[config.mk]
export PLATFORM = sky130hd
export DESIGN_NAME = sdram_ap_sequencer
export DESIGN_NICKNAME = d
export VERILOG_FILES = /design/src/rtl/sdram_seq_pkg.sv /design/src/rtl/sdram_burst_ctr.sv /design/src/rtl/sdram_rd_path.sv /design/src/rtl/sdram_bank_fsm.sv /design/src/rtl/sdram_ap_sequencer.sv
export SDC_FILE = /design/constraint.sdc
export NUM_CORES = 1
export LEC_CHECK = 0
export CAP_MARGIN = 0
export CORE_MARGIN = 3
export CORE_UTILIZATION = 51
export CTS_CLUSTER_DIAMETER = 50
export DETAILED_ROUTE_END_ITERATION = 8
export PLACE_DENSITY = 0.84
export RECOVER_POWER = 100
export SLEW_MARGIN = 20
export SYNTH_ARGS = -nofsm -noshare
export SYNTH_HDL_FRONTEND = slang
export SYNTH_HIERARCHICAL = 1
export SYNTH_SLANG_ARGS = --single-unit
export TNS_END_PERCENT = 100
[constraint.sdc]
create_clock -name clk -period 5.4 [get_ports clk]
set_input_delay 1.08 -clock clk [delete_from_list [all_inputs] [get_ports clk]]
set_output_delay 1.08 -clock clk [all_outputs]
set_load 0.1 [all_outputs]
[src/rtl/sdram_seq_pkg.sv]
package sdram_seq_pkg;
  localparam int BANK_W    = 2;
  localparam int NUM_BANKS = 1 << BANK_W;

  typedef enum logic [2:0] {
    CMD_NOP = 3'd0,
    CMD_ACT = 3'd1,
    CMD_RD  = 3'd2,
    CMD_WR  = 3'd3,
    CMD_PRE = 3'd4
  } cmd_e;

  typedef enum logic [2:0] {
    BS_IDLE   = 3'd0,
    BS_ACTIVE = 3'd1,
    BS_READ   = 3'd2,
    BS_WRITE  = 3'd3,
    BS_WBACK  = 3'd4,
    BS_PRECH  = 3'd5
  } bank_st_e;
endpackage

[src/rtl/sdram_burst_ctr.sv]
module sdram_burst_ctr #(
  parameter int COL_W = 8
) (
  input  logic             clk,
  input  logic             rst_n,
  input  logic             load_i,
  input  logic             kill_i,
  input  logic [COL_W-1:0] col_i,
  input  logic [1:0]       blc_i,
  output logic             valid_o,
  output logic [COL_W-1:0] col_o,
  output logic             last_o
);
  logic [3:0]       len;
  logic [COL_W-1:0] mask_in;
  logic             valid_q;
  logic [COL_W-1:0] col_q, mask_q;
  logic [3:0]       rem_q;

  assign len     = 4'd1 << blc_i;
  assign mask_in = COL_W'(len - 4'd1);

  always_ff @(posedge clk) begin
    if (!rst_n) begin
      valid_q <= 1'b0;
      col_q   <= '0;
      mask_q  <= '0;
      rem_q   <= '0;
    end else if (load_i) begin
      valid_q <= 1'b1;
      col_q   <= col_i;
      mask_q  <= mask_in;
      rem_q   <= len - 4'd1;
    end else if (kill_i) begin
      valid_q <= 1'b0;
    end else if (valid_q) begin
      if (rem_q == 4'd0) begin
        valid_q <= 1'b0;
      end else begin
        col_q <= (col_q & ~mask_q) | ((col_q + 1'b1) & mask_q);
        rem_q <= rem_q - 4'd1;
      end
    end
  end

  assign valid_o = valid_q;
  assign col_o   = col_q;
  assign last_o  = valid_q && (rem_q == 4'd0);

  // a continuing burst never leaves its aligned column block
  p_wrap_in_block_r4: assert property (@(posedge clk) disable iff (!rst_n)
    (valid_q && !load_i && !kill_i && rem_q != 4'd0) |=>
      ((col_q & ~mask_q) == ($past(col_q) & ~$past(mask_q))));
endmodule

[src/rtl/sdram_rd_path.sv]
module sdram_rd_path
  import sdram_seq_pkg::*;
#(
  parameter int COL_W = 8
) (
  input  logic                 clk,
  input  logic                 rst_n,
  input  logic                 start_i,
  input  logic                 kill_i,
  input  logic [BANK_W-1:0]    bank_i,
  input  logic [COL_W-1:0]     col_i,
  input  logic [1:0]           blc_i,
  input  logic [1:0]           cl_i,
  output logic                 valid_o,
  output logic [BANK_W-1:0]    bank_o,
  output logic [COL_W-1:0]     col_o,
  output logic                 last_o,
  output logic                 busy_o,
  output logic [NUM_BANKS-1:0] pend_o
);
  localparam int DEPTH = 3;

  typedef struct packed {
    logic              v;
    logic [BANK_W-1:0] bank;
    logic [COL_W-1:0]  col;
    logic [1:0]        blc;
  } rd_req_t;

  rd_req_t           pipe_q [DEPTH];
  logic [1:0]        tap;
  logic              launch;
  logic [BANK_W-1:0] bank_q;

  assign tap    = (cl_i == 2'd0) ? 2'd0 : cl_i - 2'd1;
  assign launch = pipe_q[tap].v && !kill_i;

  always_ff @(posedge clk) begin
    if (!rst_n) begin
      for (int i = 0; i < DEPTH; i++) pipe_q[i] <= '0;
      bank_q <= '0;
    end else begin
      pipe_q[0] <= '{v: start_i && !kill_i, bank: bank_i, col: col_i, blc: blc_i};
      for (int i = 1; i < DEPTH; i++) begin
        pipe_q[i] <= pipe_q[i-1];
        if (kill_i || (i - 1) == int'(tap)) pipe_q[i].v <= 1'b0;
      end
      if (launch) bank_q <= pipe_q[tap].bank;
    end
  end

  sdram_burst_ctr #(.COL_W(COL_W)) i_rd_burst (
    .clk     (clk),
    .rst_n   (rst_n),
    .load_i  (launch),
    .kill_i  (kill_i),
    .col_i   (pipe_q[tap].col),
    .blc_i   (pipe_q[tap].blc),
    .valid_o (valid_o),
    .col_o   (col_o),
    .last_o  (last_o)
  );

  assign bank_o = bank_q;

  always_comb begin
    pend_o = '0;
    busy_o = valid_o;
    for (int i = 0; i < DEPTH; i++) begin
      if (pipe_q[i].v) begin
        pend_o[pipe_q[i].bank] = 1'b1;
        busy_o = 1'b1;
      end
    end
  end

  // a kill leaves no read slot in the following cycle
  p_kill_stops_read_r8: assert property (@(posedge clk) disable iff (!rst_n)
    kill_i |=> !valid_o);
endmodule

[src/rtl/sdram_bank_fsm.sv]
module sdram_bank_fsm
  import sdram_seq_pkg::*;
#(
  parameter int T_RP  = 3,
  parameter int T_DPL = 2
) (
  input  logic     clk,
  input  logic     rst_n,
  input  logic     act_i,
  input  logic     rd_i,
  input  logic     wr_i,
  input  logic     ap_i,
  input  logic     pre_i,
  input  logic     other_i,
  input  logic     rd_done_i,
  input  logic     wr_done_i,
  output bank_st_e state_o
);
  localparam int CNT_MAX = (T_RP > T_DPL) ? T_RP : T_DPL;
  localparam int CNT_W   = $clog2(CNT_MAX + 1);

  bank_st_e         state_q;
  logic [CNT_W-1:0] cnt_q;
  logic             ap_q;

  always_ff @(posedge clk) begin
    if (!rst_n) begin
      state_q <= BS_IDLE;
      cnt_q   <= '0;
      ap_q    <= 1'b0;
    end else if (pre_i && state_q != BS_IDLE && state_q != BS_PRECH) begin
      state_q <= BS_PRECH;
      cnt_q   <= CNT_W'(T_RP);
    end else if (act_i) begin
      state_q <= BS_ACTIVE;
    end else if (rd_i || wr_i) begin
      state_q <= rd_i ? BS_READ : BS_WRITE;
      ap_q    <= ap_i;
    end else begin
      unique case (state_q)
        BS_READ: if (other_i || rd_done_i) begin
          state_q <= ap_q ? BS_PRECH : BS_ACTIVE;
          cnt_q   <= CNT_W'(T_RP);
        end
        BS_WRITE: if (other_i || wr_done_i) begin
          state_q <= ap_q ? BS_WBACK : BS_ACTIVE;
          cnt_q   <= CNT_W'(T_DPL);
        end
        BS_WBACK: if (cnt_q == CNT_W'(1)) begin
          state_q <= BS_PRECH;
          cnt_q   <= CNT_W'(T_RP);
        end else begin
          cnt_q <= cnt_q - 1'b1;
        end
        BS_PRECH: if (cnt_q == CNT_W'(1)) begin
          state_q <= BS_IDLE;
        end else begin
          cnt_q <= cnt_q - 1'b1;
        end
        default: ;
      endcase
    end
  end

  assign state_o = state_q;

  // idle is only ever entered from precharging
  p_idle_from_prech_r10: assert property (@(posedge clk) disable iff (!rst_n)
    (state_q == BS_IDLE && $past(state_q) != BS_IDLE) |-> $past(state_q) == BS_PRECH);
  // write-back always hands over to precharging
  p_wback_exit_r11: assert property (@(posedge clk) disable iff (!rst_n)
    ($past(state_q) == BS_WBACK && state_q != BS_WBACK) |-> state_q == BS_PRECH);
endmodule

[src/rtl/sdram_ap_sequencer.sv]
module sdram_ap_sequencer
  import sdram_seq_pkg::*;
#(
  parameter int COL_W = 8,
  parameter int T_RP  = 3,
  parameter int T_DPL = 2
) (
  input  logic               clk,
  input  logic               rst_n,
  input  logic [2:0]         cmd_i,
  input  logic               ap_i,
  input  logic [1:0]         bank_i,
  input  logic [COL_W-1:0]   col_i,
  input  logic               dqm_i,
  input  logic [1:0]         bl_code_i,
  input  logic [1:0]         cl_i,
  input  logic               wbm_i,
  output logic               rd_valid_o,
  output logic [1:0]         rd_bank_o,
  output logic [COL_W-1:0]   rd_col_o,
  output logic               wr_acc_o,
  output logic [1:0]         wr_bank_o,
  output logic [COL_W-1:0]   wr_col_o,
  output logic [3*NUM_BANKS-1:0] bank_state_o,
  output logic               viol_o
);
  cmd_e           cmd;
  bank_st_e       st [NUM_BANKS];
  bank_st_e       sel_st;
  logic           acc_ok, rd_go, wr_go, act_go, pre_go;
  logic           rd_busy, rd_last, wr_last, dqm_miss, viol_d, viol_q;
  logic [2:0]     dqm_hist_q;
  logic [NUM_BANKS-1:0] rd_pend;
  logic [BANK_W-1:0]    wr_bank_q;

  assign cmd    = cmd_e'(cmd_i);
  assign sel_st = st[bank_i];
  assign acc_ok = (sel_st == BS_ACTIVE) || (sel_st == BS_READ) || (sel_st == BS_WRITE);
  assign rd_go  = (cmd == CMD_RD) && acc_ok;
  assign wr_go  = (cmd == CMD_WR) && acc_ok;
  assign act_go = (cmd == CMD_ACT) && (sel_st == BS_IDLE);
  assign pre_go = (cmd == CMD_PRE);

  assign dqm_miss = wr_go && rd_busy && !dqm_hist_q[2];
  assign viol_d   = ((cmd == CMD_ACT) && (sel_st != BS_IDLE))
                 || (((cmd == CMD_RD) || (cmd == CMD_WR)) && !acc_ok)
                 || dqm_miss;

  always_ff @(posedge clk) begin
    if (!rst_n) begin
      dqm_hist_q <= '0;
      viol_q     <= 1'b0;
      wr_bank_q  <= '0;
    end else begin
      dqm_hist_q <= {dqm_hist_q[1:0], dqm_i};
      viol_q     <= viol_d;
      if (wr_go) wr_bank_q <= bank_i;
    end
  end

  sdram_rd_path #(.COL_W(COL_W)) i_rd_path (
    .clk     (clk),
    .rst_n   (rst_n),
    .start_i (rd_go),
    .kill_i  (wr_go),
    .bank_i  (bank_i),
    .col_i   (col_i),
    .blc_i   (bl_code_i),
    .cl_i    (cl_i),
    .valid_o (rd_valid_o),
    .bank_o  (rd_bank_o),
    .col_o   (rd_col_o),
    .last_o  (rd_last),
    .busy_o  (rd_busy),
    .pend_o  (rd_pend)
  );

  sdram_burst_ctr #(.COL_W(COL_W)) i_wr_burst (
    .clk     (clk),
    .rst_n   (rst_n),
    .load_i  (wr_go),
    .kill_i  (rd_go),
    .col_i   (col_i),
    .blc_i   (wbm_i ? 2'd0 : bl_code_i),
    .valid_o (wr_acc_o),
    .col_o   (wr_col_o),
    .last_o  (wr_last)
  );

  assign wr_bank_o = wr_bank_q;
  assign viol_o    = viol_q;

  for (genvar b = 0; b < NUM_BANKS; b++) begin : g_bank
    logic hit;
    assign hit = (bank_i == BANK_W'(b));

    sdram_bank_fsm #(.T_RP(T_RP), .T_DPL(T_DPL)) i_fsm (
      .clk       (clk),
      .rst_n     (rst_n),
      .act_i     (act_go && hit),
      .rd_i      (rd_go && hit),
      .wr_i      (wr_go && hit),
      .ap_i      (ap_i),
      .pre_i     (pre_go && hit),
      .other_i   ((rd_go || wr_go) && !hit),
      .rd_done_i (rd_last && rd_bank_o == BANK_W'(b) && !rd_pend[b]),
      .wr_done_i (wr_last && wr_bank_q == BANK_W'(b)),
      .state_o   (st[b])
    );
    assign bank_state_o[3*b +: 3] = st[b];
  end

  // read and write slots are exclusive
  p_bus_excl_r13: assert property (@(posedge clk) disable iff (!rst_n)
    !(rd_valid_o && wr_acc_o));
  // activating a busy bank is flagged
  p_act_busy_viol_r12: assert property (@(posedge clk) disable iff (!rst_n)
    (cmd == CMD_ACT && sel_st != BS_IDLE) |=> viol_o);
  // single-column write in write burst mode
  p_single_write_r5: assert property (@(posedge clk) disable iff (!rst_n)
    (wr_go && wbm_i) |=> wr_acc_o ##1 (!wr_acc_o || $past(wr_go)));
  // a legal write is accepted in the next cycle
  p_wr_accept_r6: assert property (@(posedge clk) disable iff (!rst_n)
    wr_go |=> wr_acc_o);
endmodule

==> flow_summary.ini, run 1 <==
[clock_network]
hold_buffers_post_cts = 0
cts_max_path_buffers = 2
cts.clk_slew.worst_paths_ns = 0.07
cts-htree-levels = 3
cts-buffers-inserted = 9
cts.sinks = 105
clock_tree_from_tritoncts = done
post_cts_resized = 0
worst_skew_pair.late_latency_ns = 0.36
number_of_buffers_added_for_setup_after_cts = 0
clock_tree.root_cell = clkbuf_16

[worst_setup_path]
critPathCaptureType = register
path_class = input pin to register
critical_path_buf_inv_count = 5
timing.critical_path.mode_cell = inv_1
crit_start_category = input pin
critPathMaxFanout = 16
arrival_ns = 4.97
r2r-start = g_bank[0].i_fsm/state_o[2]
cp_launch_point = bank_i[0]
critical_path.slowest_cell = dlygate4sd3_1
reg2reg_depth = 14
worst_path_largest_cell_delay_ns = 0.84
timing.critical_path.max_delay_family = buffers and inverters
crit_required_ns = 5.65
cp_num_cells = 15
worstPathCellList = dlygate4sd3_1 > mux4_2 > a221oi_4 > nand4b_1 > inv_1 > a211o_1 > inv_1 > inv_1 > buf_4 > nor2_1 > a21oi_1 > ha_1 > nand3b_1 > or3_1 > a221oi_1

[timing]
fin_tns_setup_ns = 0
finalHoldViolCount = 0
timing.slew.headroom = -0.1561
rsz0062_at_grt = no
setup_viol = 0
maxClockFrequency_mhz = 212.1
final_min_period_over_clock_period = 0.8733
finalHoldWorstSlack_ns = 0.4330
final-max-slew-violation-count = 46
skew_ns = 0.01164
period_needed_ns = 4.716
tightest_slew_ns = 1.734
setup_slack_ns = 0.6843

[flow_run]
max_cap_violations = 1

[worst_hold_path]
hold_path.startpoint = dqm_hist_q[0]
min_delay_path_depth = 1
hold_path_class = register to register

[route]
wl_per_cell_um = 16.06
routed_via_density = 5.830
route.final.wire_length_um = 15290
vias = 5550
detail_route.drc_violations = 0
first_pass_iters = 5
number_of_routed_nets_with_antenna_violations = 0
number_of_design_rule_violations_left_by_the_first_detailed_router_iteration = 424

[power]
static-leakage-power_nw = 2.795
p_per_area_nw_per_um2 = 255.7
report.power.total_mw = 1.900
vdd.ir_drop.worst_uv = 129.6

[synthesis]
synth_top_flop_cell = dfxtp_1
synthCells = 700
post_synth_instance_area_um2 = 6432
synth.distinct_cells = 66
synthesized_area_divided_by_synthesized_cell_count_um2 = 9.189
share_of_flip_flops_with_an_asynchronous_set_or_reset_after_synthesis = 0
synth-seq-area-share = 0.3859
synth_enable_flop_cells = 38
ys_ff_latch = 105
ys.warnings.count = 6

[grt]
antenna_found_initial = 0
first_global_vias = 5271
first_pass_grt_wire_length_um = 25210
grt_start_max_net_pins = 46
grt.total_usage = 0.2163
globalRouteOverflowTotal = 0

[outcome]
failed_checks = capacitance limit, slew limit
status = finished, violations left

[place]
placed_cells = 936
pre_cts_ws_ns = 0.5838
io_buffer_count = 56
finalWeightedCongestion = 0.9067
place_area_um2 = 7206
detailed_place_hpwl_um = 10950

[floorplanning]
core_um2 = 12160
io_pins = 57
die_height_um = 118.3
die_area_um2 = 14000
initial_standard_cell_utilization_of_the_core = 0.5289
chipWidth_um = 118.3
placement_rows = 40

[final_layout]
area_growth_pct = 15.52
final_util = 0.6110
cell_area_after_layout_um2 = 7431
antenna_cells_inserted = 0
fin_cells = 952
number_of_nets_at_the_end_of_the_flow = 819
share_of_final_layout_standard_cells_stronger_than_drive_strength_1 = 0.07653
synth_stat cells (3+ instances only):
| cell | number | share of area |
|---|---|---|
| nand3b_1 | 11 | 0.013 |
| buf_2 | 12 | 0.0093 |
| a221oi_1 | 9 | 0.012 |
| nand2b_1 | 10 | 0.0097 |
| a211oi_1 | 16 | 0.019 |
| nor4b_1 | 3 | 0.0041 |
| nor3b_1 | 18 | 0.021 |
| mux2i_1 | 25 | 0.039 |
| nand3_1 | 20 | 0.016 |
| o21ai_0 | 44 | 0.034 |
| or2b_1 | 5 | 0.0058 |
| buf_6 | 6 | 0.011 |
| a31oi_1 | 7 | 0.0068 |
| o22ai_1 | 4 | 0.0039 |
| ha_1 | 18 | 0.035 |
| dfxtp_1 | 67 | 0.21 |
| buf_1 | 3 | 0.0018 |
| nand4b_1 | 3 | 0.0041 |
| o311a_1 | 6 | 0.0093 |
| o31ai_1 | 10 | 0.012 |
| o32a_4 | 4 | 0.014 |
| nor3_1 | 24 | 0.019 |
| and2_1 | 44 | 0.043 |
| clkbuf_1 | 10 | 0.0058 |
| or3b_2 | 4 | 0.0054 |
| a21oi_1 | 38 | 0.030 |
| inv_1 | 29 | 0.017 |
| o21ba_2 | 4 | 0.0062 |
| nand2_1 | 28 | 0.016 |
| nor4_1 | 12 | 0.012 |
| or2_2 | 5 | 0.0049 |
| nor2b_4 | 4 | 0.0086 |
| or4_1 | 6 | 0.0070 |
| edfxtp_1 | 38 | 0.18 |
| xnor2_1 | 11 | 0.015 |
| mux2_2 | 13 | 0.023 |
| a311o_1 | 4 | 0.0062 |
| nor2_1 | 73 | 0.043 |
| nand4_1 | 3 | 0.0029 |
| nor2b_1 | 15 | 0.015 |
final cells by class:
type | count | area [um^2]
multi-input cells | 569 | 3720
repair buffers | 64 | 603.1
well taps | 168 | 210.2
flip-flops and latches | 105 | 2482
clock buffers | 11 | 242.7
clock inverters | 5 | 60.06
inverters | 30 | 112.6
fillers | 998 | 4731
cell usage in the layout (no fill, tap or decap), types with 28 or more instances in the layout:
cell type	instances
a21oi_1	38
and2_0	28
conb_1	38
dfxtp_1	67
dlygate4sd3_1	37
edfxtp_1	38
inv_1	29
nand2_1	28
nor2_1	74
o21ai_0	45
logic make-up (layout without fill, tap and decap cells):
| family | Yosys count | after routing | share of synthesized area |
|---|---|---|---|
| other | 1 | 38 | 0.0005830 |
| multiplexers | 39 | 39 | 0.06516 |
| buffers and inverters | 63 | 110 | 0.04727 |
| AO/OA/AOI/OAI | 160 | 160 | 0.1758 |
| flip-flops | 105 | 105 | 0.3859 |
| adder cells (fa/ha/maj) | 18 | 18 | 0.03501 |
| AND/OR/NAND/NOR | 303 | 303 | 0.2752 |
| XOR/XNOR | 11 | 11 | 0.01498 |
where the power goes:
part           switching (mW)  leakage, nW  internal [mW]
clock network           0.300        0.149          0.376
logic                   0.210         1.72          0.107
registers              0.0437        0.929          0.863
total                   0.554         2.79           1.35
metal layers:
metal	track usage	part of all wire
met1	0.2819	0.45
met4	0.09011	0.026
met5	0	0
met2	0.3569	0.48
met3	0.03541	0.052
final timing paths:
path / end / slack (ns)
min reg2reg: dqm_hist_q[1] / 0.43
max reg2reg: i_rd_path/i_rd_burst/rem_q[2] / 1.86
max: i_rd_path/i_rd_burst/rem_q[2] / 0.68
min: dqm_hist_q[1] / 0.43
(Power assumes the default switching activity.)
==> run 2, diff against run 1 <==
--- a/config.mk
+++ b/config.mk
@@ -8,9 +8,11 @@
 export CAP_MARGIN = 0
 export CORE_MARGIN = 3
 export CORE_UTILIZATION = 51
-export CTS_CLUSTER_DIAMETER = 50
+export CTS_CLUSTER_DIAMETER = 150
+export CTS_CLUSTER_SIZE = 20
 export DETAILED_ROUTE_END_ITERATION = 8
-export PLACE_DENSITY = 0.84
+export DONT_BUFFER_PORTS = 1
+export PLACE_DENSITY = 0.78
 export RECOVER_POWER = 100
 export SLEW_MARGIN = 20
 export SYNTH_ARGS = -nofsm -noshare
==> flow_summary.ini, run 2 (synthesis gave the netlist of run 1 again) <==
[clock_network]
number_of_buffers_added_for_setup_after_cts = 0
cts_max_path_buffers = 2
cts-buffers-inserted = 9
clock_tree.root_cell = clkbuf_16
hold_buffers_post_cts = 0
clock_tree_from_tritoncts = done
cts.clk_slew.worst_paths_ns = 0.07
cts.sinks = 105
post_cts_resized = 0
cts-htree-levels = 3
worst_skew_pair.late_latency_ns = 0.35

[final_layout]
layout.area.seq_um2 = 2482
share_of_final_layout_standard_cells_stronger_than_drive_strength_1 = 0.07766
fillers = 1051
final_util = 0.5647
number_of_nets_at_the_end_of_the_flow = 770
final_cell_mix = nor2_1, dfxtp_1, o21ai_0
most_common_cell_after_layout_fill_and_taps_aside = nor2_1
area_taken_by_multi_input_logic_gates_um2 = 3697
antenna_cells_inserted = 0
fin_cells = 902
area_growth_pct = 6.769

[grt]
first_global_vias = 5080
grt.total_usage = 0.2106
first_pass_grt_wire_length_um = 24670
globalRouteOverflowTotal = 0
antenna_found_initial = 0
grt_start_max_net_pins = 89

[floorplanning]
io_pins = 57
initial_standard_cell_utilization_of_the_core = 0.5289
chipWidth_um = 118.3
placement_rows = 40
die_area_um2 = 14000
core_um2 = 12160
die_height_um = 118.3

[timing]
finalHoldViolCount = 0
fin_tns_setup_ns = 0
timing.slew.headroom = -0.1095
maxClockFrequency_mhz = 225.6
final_min_period_over_clock_period = 0.8209
skew_ns = 0.01066
rsz0062_at_grt = no
tightest_slew_ns = 1.664
period_needed_ns = 4.433
setup_viol = 0
finalHoldWorstSlack_ns = 0.4385
final-max-slew-violation-count = 99

[worst_hold_path]
hold_path_class = register to register

[place]
detailed_place_hpwl_um = 10260
io_buffer_count = 0
placed_cells = 887
finalWeightedCongestion = 0.9499

[worst_setup_path]
reg2reg_depth = 14
critPathMaxFanout = 18
cp_launch_point = g_bank[2].i_fsm/state_o[1]
crit_required_ns = 5.65
path_class = register to register
rrSetupSlack_ns = 0.97
crit_start_category = register
critPathCapture = i_rd_path/i_rd_burst/rem_q[2]
r2r-start = g_bank[2].i_fsm/state_o[1]
worstPathCellList = clkbuf_1 > or2_2 > o32ai_2 > nand4b_4 > inv_1 > a211o_1 > inv_1 > inv_1 > nor2_1 > a21oi_1 > ha_1 > nand3b_1 > or3_1 > a221oi_1
crit-reg2reg-capture = i_rd_path/i_rd_burst/rem_q[2]
worst_path_largest_cell_delay_ns = 1.14
arrival_ns = 4.68
timing.critical_path.mode_cell = inv_1
critPathCaptureType = register
critical_path.slowest_cell = clkbuf_1

[route]
route.final.wire_length_um = 14490
number_of_routed_nets_with_antenna_violations = 0
routed_via_density = 5.891
wl_per_cell_um = 16.06
first_pass_iters = 5
detail_route.drc_violations = 0
vias = 5314
number_of_design_rule_violations_left_by_the_first_detailed_router_iteration = 503

[power]
static-leakage-power_nw = 2.500
p_per_area_nw_per_um2 = 265.3
vdd.ir_drop.worst_uv = 172.4

[outcome]
status = finished, violations left
failed_checks = capacitance limit, slew limit

[flow_run]
max_cap_violations = 9
[run 2: critical path: cells and delay by family, from the launching register on]
family	cells	cell delay, ns
buffers and inverters	4	1.98
flip-flops	1	0.30
AND/OR/NAND/NOR	5	1.16
adder cells (fa/ha/maj)	1	0.20
AO/OA/AOI/OAI	4	0.68
[run 2: metrics by stage]
stage	instance area [um^2]	total power, mW	worst slack [ns]
2_1_floorplan	6571	1.157	1.277
3_3_place_gp	6703	1.178	1.202
3_5_place_dp	6703	1.187	1.061
4_1_cts	6993	1.844	1.425
5_1_grt	6868	1.903	0.5470
6_report	6868	1.822	0.9674
[run 2: final cells by class]
cell class | count | share of cell area
Inverter | 30 | 0.01640
Sequential cell | 105 | 0.3614
Clock inverter | 5 | 0.008927
Clock buffer | 10 | 0.03334
Timing Repair Buffer | 15 | 0.01093
Tap cell | 168 | 0.03061
Multi-Input combinational cell | 569 | 0.5383
[run 2: power breakdown]
part | switching (mW) | internal (mW)
logic | 0.118 | 0.0792
clock network | 0.294 | 0.362
registers | 0.107 | 0.863
total | 0.518 | 1.30
[run 2: layer usage]
layer  share of wire  routed length [um]  vias up  global-route usage
li1                -                   -     2584                   -
met3           0.062                 896       16             0.05120
met4           0.014                 201        0             0.06447
met1            0.45                6471     2543              0.2865
met5               0                   0        -                   0
met2            0.48                6919      171              0.3323
[run 2: worst min-delay path by stage]
| stage | endpoint | slack (ns) | start | cells after the start |
|---|---|---|---|---|
| final | dqm_hist_q[1] | 0.44 | dqm_hist_q[0] | 1 |
| after global routing | dqm_hist_q[1] | 0.47 | dqm_hist_q[0] | 1 |
| after CTS | dqm_hist_q[1] | 0.44 | dqm_hist_q[0] | 1 |
| after detailed placement | dqm_hist_q[1] | 0.43 | dqm_hist_q[0] | 1 |
| after global placement | dqm_hist_q[2] | 0.42 | dqm_hist_q[1] | 1 |
| after floorplan | dqm_hist_q[1] | 0.41 | dqm_hist_q[0] | 1 |
==> run 3, diff against run 2 <==
==> constraint.sdc (replaced) <==
create_clock -name clk -period 4.4 [get_ports clk]
set_input_delay 0.88 -clock clk [delete_from_list [all_inputs] [get_ports clk]]
set_output_delay 0.88 -clock clk [all_outputs]
set_load 0.1 [all_outputs]
==> flow_summary.ini, run 3 (synthesis gave the netlist of run 1 again) <==
[floorplanning]
initial_standard_cell_utilization_of_the_core = 0.5289
die_height_um = 118.3
placement_rows = 40
chipWidth_um = 118.3
core_um2 = 12160
io_pins = 57
die_area_um2 = 14000

[clock_network]
cts.clk_slew.worst_paths_ns = 0.07
cts.sinks = 105
clock_tree_from_tritoncts = done
cts-buffers-inserted = 9
hold_buffers_post_cts = 0
cts-htree-levels = 3
cts_max_path_buffers = 2
number_of_buffers_added_for_setup_after_cts = 0
clock_tree.root_cell = clkbuf_16
worst_skew_pair.late_latency_ns = 0.36
post_cts_resized = 0

[timing]
skew_ns = 0.01047
final-max-slew-violation-count = 136
setup_slack_ns = 0.6854
tightest_slew_ns = 1.615
period_needed_ns = 3.715
maxClockFrequency_mhz = 269.2
rsz0062_at_grt = no
fin_tns_setup_ns = 0
finalHoldViolCount = 0
final_min_period_over_clock_period = 0.8442
finalHoldWorstSlack_ns = 0.4345
setup_viol = 0
timing.slew.headroom = -0.07641

[worst_setup_path]
rrSetupSlack_ns = 0.90
r2r-start = g_bank[2].i_fsm/state_o[2]
reg2reg_depth = 14
critPathMaxFanout = 18
critPathCaptureType = register
path_class = input pin to register
crit_start_category = input pin
crit-reg2reg-capture = i_rd_path/i_rd_burst/rem_q[2]
crit_required_ns = 4.65
arrival_ns = 3.97

[power]
switching_share = 0.2927
report.power.total_mw = 2.185
static-leakage-power_nw = 2.507
sequentialPowerShare = 0.538
pwr-share-comb = 0.120
p_switching_mw = 0.6397
vdd.ir_drop.worst_uv = 177.6
share_clk_of_total_power = 0.343
p_per_area_nw_per_um2 = 316.2
p_int_mw = 1.545

[route]
number_of_design_rule_violations_left_by_the_first_detailed_router_iteration = 446
route.final.wire_length_um = 14480
first_pass_iters = 7
vias = 5306
routed_via_density = 5.844
wl_per_cell_um = 15.95
detail_route.drc_violations = 0
number_of_routed_nets_with_antenna_violations = 0

[final_layout]
antenna_cells_inserted = 0
fin_cells = 908
final_cell_mix = nor2_1, dfxtp_1, o21ai_0
fillers = 1060
most_common_cell_after_layout_fill_and_taps_aside = nor2_1
area_growth_pct = 7.431
final_util = 0.5682
cell_area_after_layout_um2 = 6910
share_of_final_layout_standard_cells_stronger_than_drive_strength_1 = 0.07838
number_of_nets_at_the_end_of_the_flow = 775

[grt]
antenna_found_initial = 0
grt_start_max_net_pins = 89
first_pass_grt_wire_length_um = 23990
globalRouteOverflowTotal = 0
first_global_vias = 4938
grt.total_usage = 0.2058

[place]
place_area_um2 = 6740
placed_cells = 892
io_buffer_count = 0
finalWeightedCongestion = 0.8875
detailed_place_hpwl_um = 10310
pre_cts_ws_ns = 0.4166

[flow_run]
max_cap_violations = 12

[outcome]
failed_checks = capacitance limit, slew limit
status = finished, violations left

[worst_hold_path]
hold_path.startpoint = dqm_hist_q[0]
hold_path_end = dqm_hist_q[1]
hold_path_class = register to register
min_delay_path_depth = 1
## run 3: metal layers
| metal | vias up | track usage | routed length, um |
|---|---|---|---|
| met5 | - | 0 | 0 |
| met4 | 0 | 0.08498 | 316 |
| met3 | 28 | 0.05407 | 911 |
| met2 | 176 | 0.3223 | 6708 |
| met1 | 2499 | 0.2702 | 6547 |
| li1 | 2603 | - | - |
## run 3: how the worst max path moves through the flow
stage               from                             to
2_1_floorplan  bank_i[0]  i_rd_path/i_rd_burst/rem_q[2]
3_3_place_gp   bank_i[0]  i_rd_path/i_rd_burst/rem_q[2]
3_5_place_dp   bank_i[0]  i_rd_path/i_rd_burst/rem_q[2]
4_1_cts        bank_i[0]  i_rd_path/i_rd_burst/rem_q[2]
5_1_grt        bank_i[0]  i_rd_path/i_rd_burst/rem_q[2]
6_report       bank_i[0]  i_rd_path/i_rd_burst/rem_q[2]
## run 3: final cells by class
class / count / area (um^2) / share of cell area
Inverter: 30 / 112.6 / 0.01630
Tap cell: 168 / 210.2 / 0.03042
Timing Repair Buffer: 20 / 82.58 / 0.01195
Clock buffer: 10 / 229.0 / 0.03313
Clock inverter: 6 / 40.04 / 0.005794
Multi-Input combinational cell: 569 / 3754 / 0.5432
Sequential cell: 105 / 2482 / 0.3592
## run 3: critical path: stages
cell,delay [ns]
nand2_1,0.09
o32ai_1,0.45
nand4b_4,0.30
inv_1,0.08
a211o_1,0.29
inv_1,0.43
inv_1,0.08
buf_4,0.20
a21oi_1,0.17
ha_1,0.21
nand3b_1,0.13
or3_1,0.39
a221oi_1,0.26
## run 3: power groups by stage
| stage | sequential [mW] | clock [mW] | combinational [mW] |
|---|---|---|---|
| after floorplan | 1.22 | 0 | 0.200 |
| after global placement | 1.19 | 0 | 0.257 |
| after detailed placement | 1.20 | 0 | 0.265 |
| after CTS | 1.17 | 0.769 | 0.267 |
| after global routing | 1.18 | 0.809 | 0.289 |
| final | 1.17 | 0.749 | 0.261 |
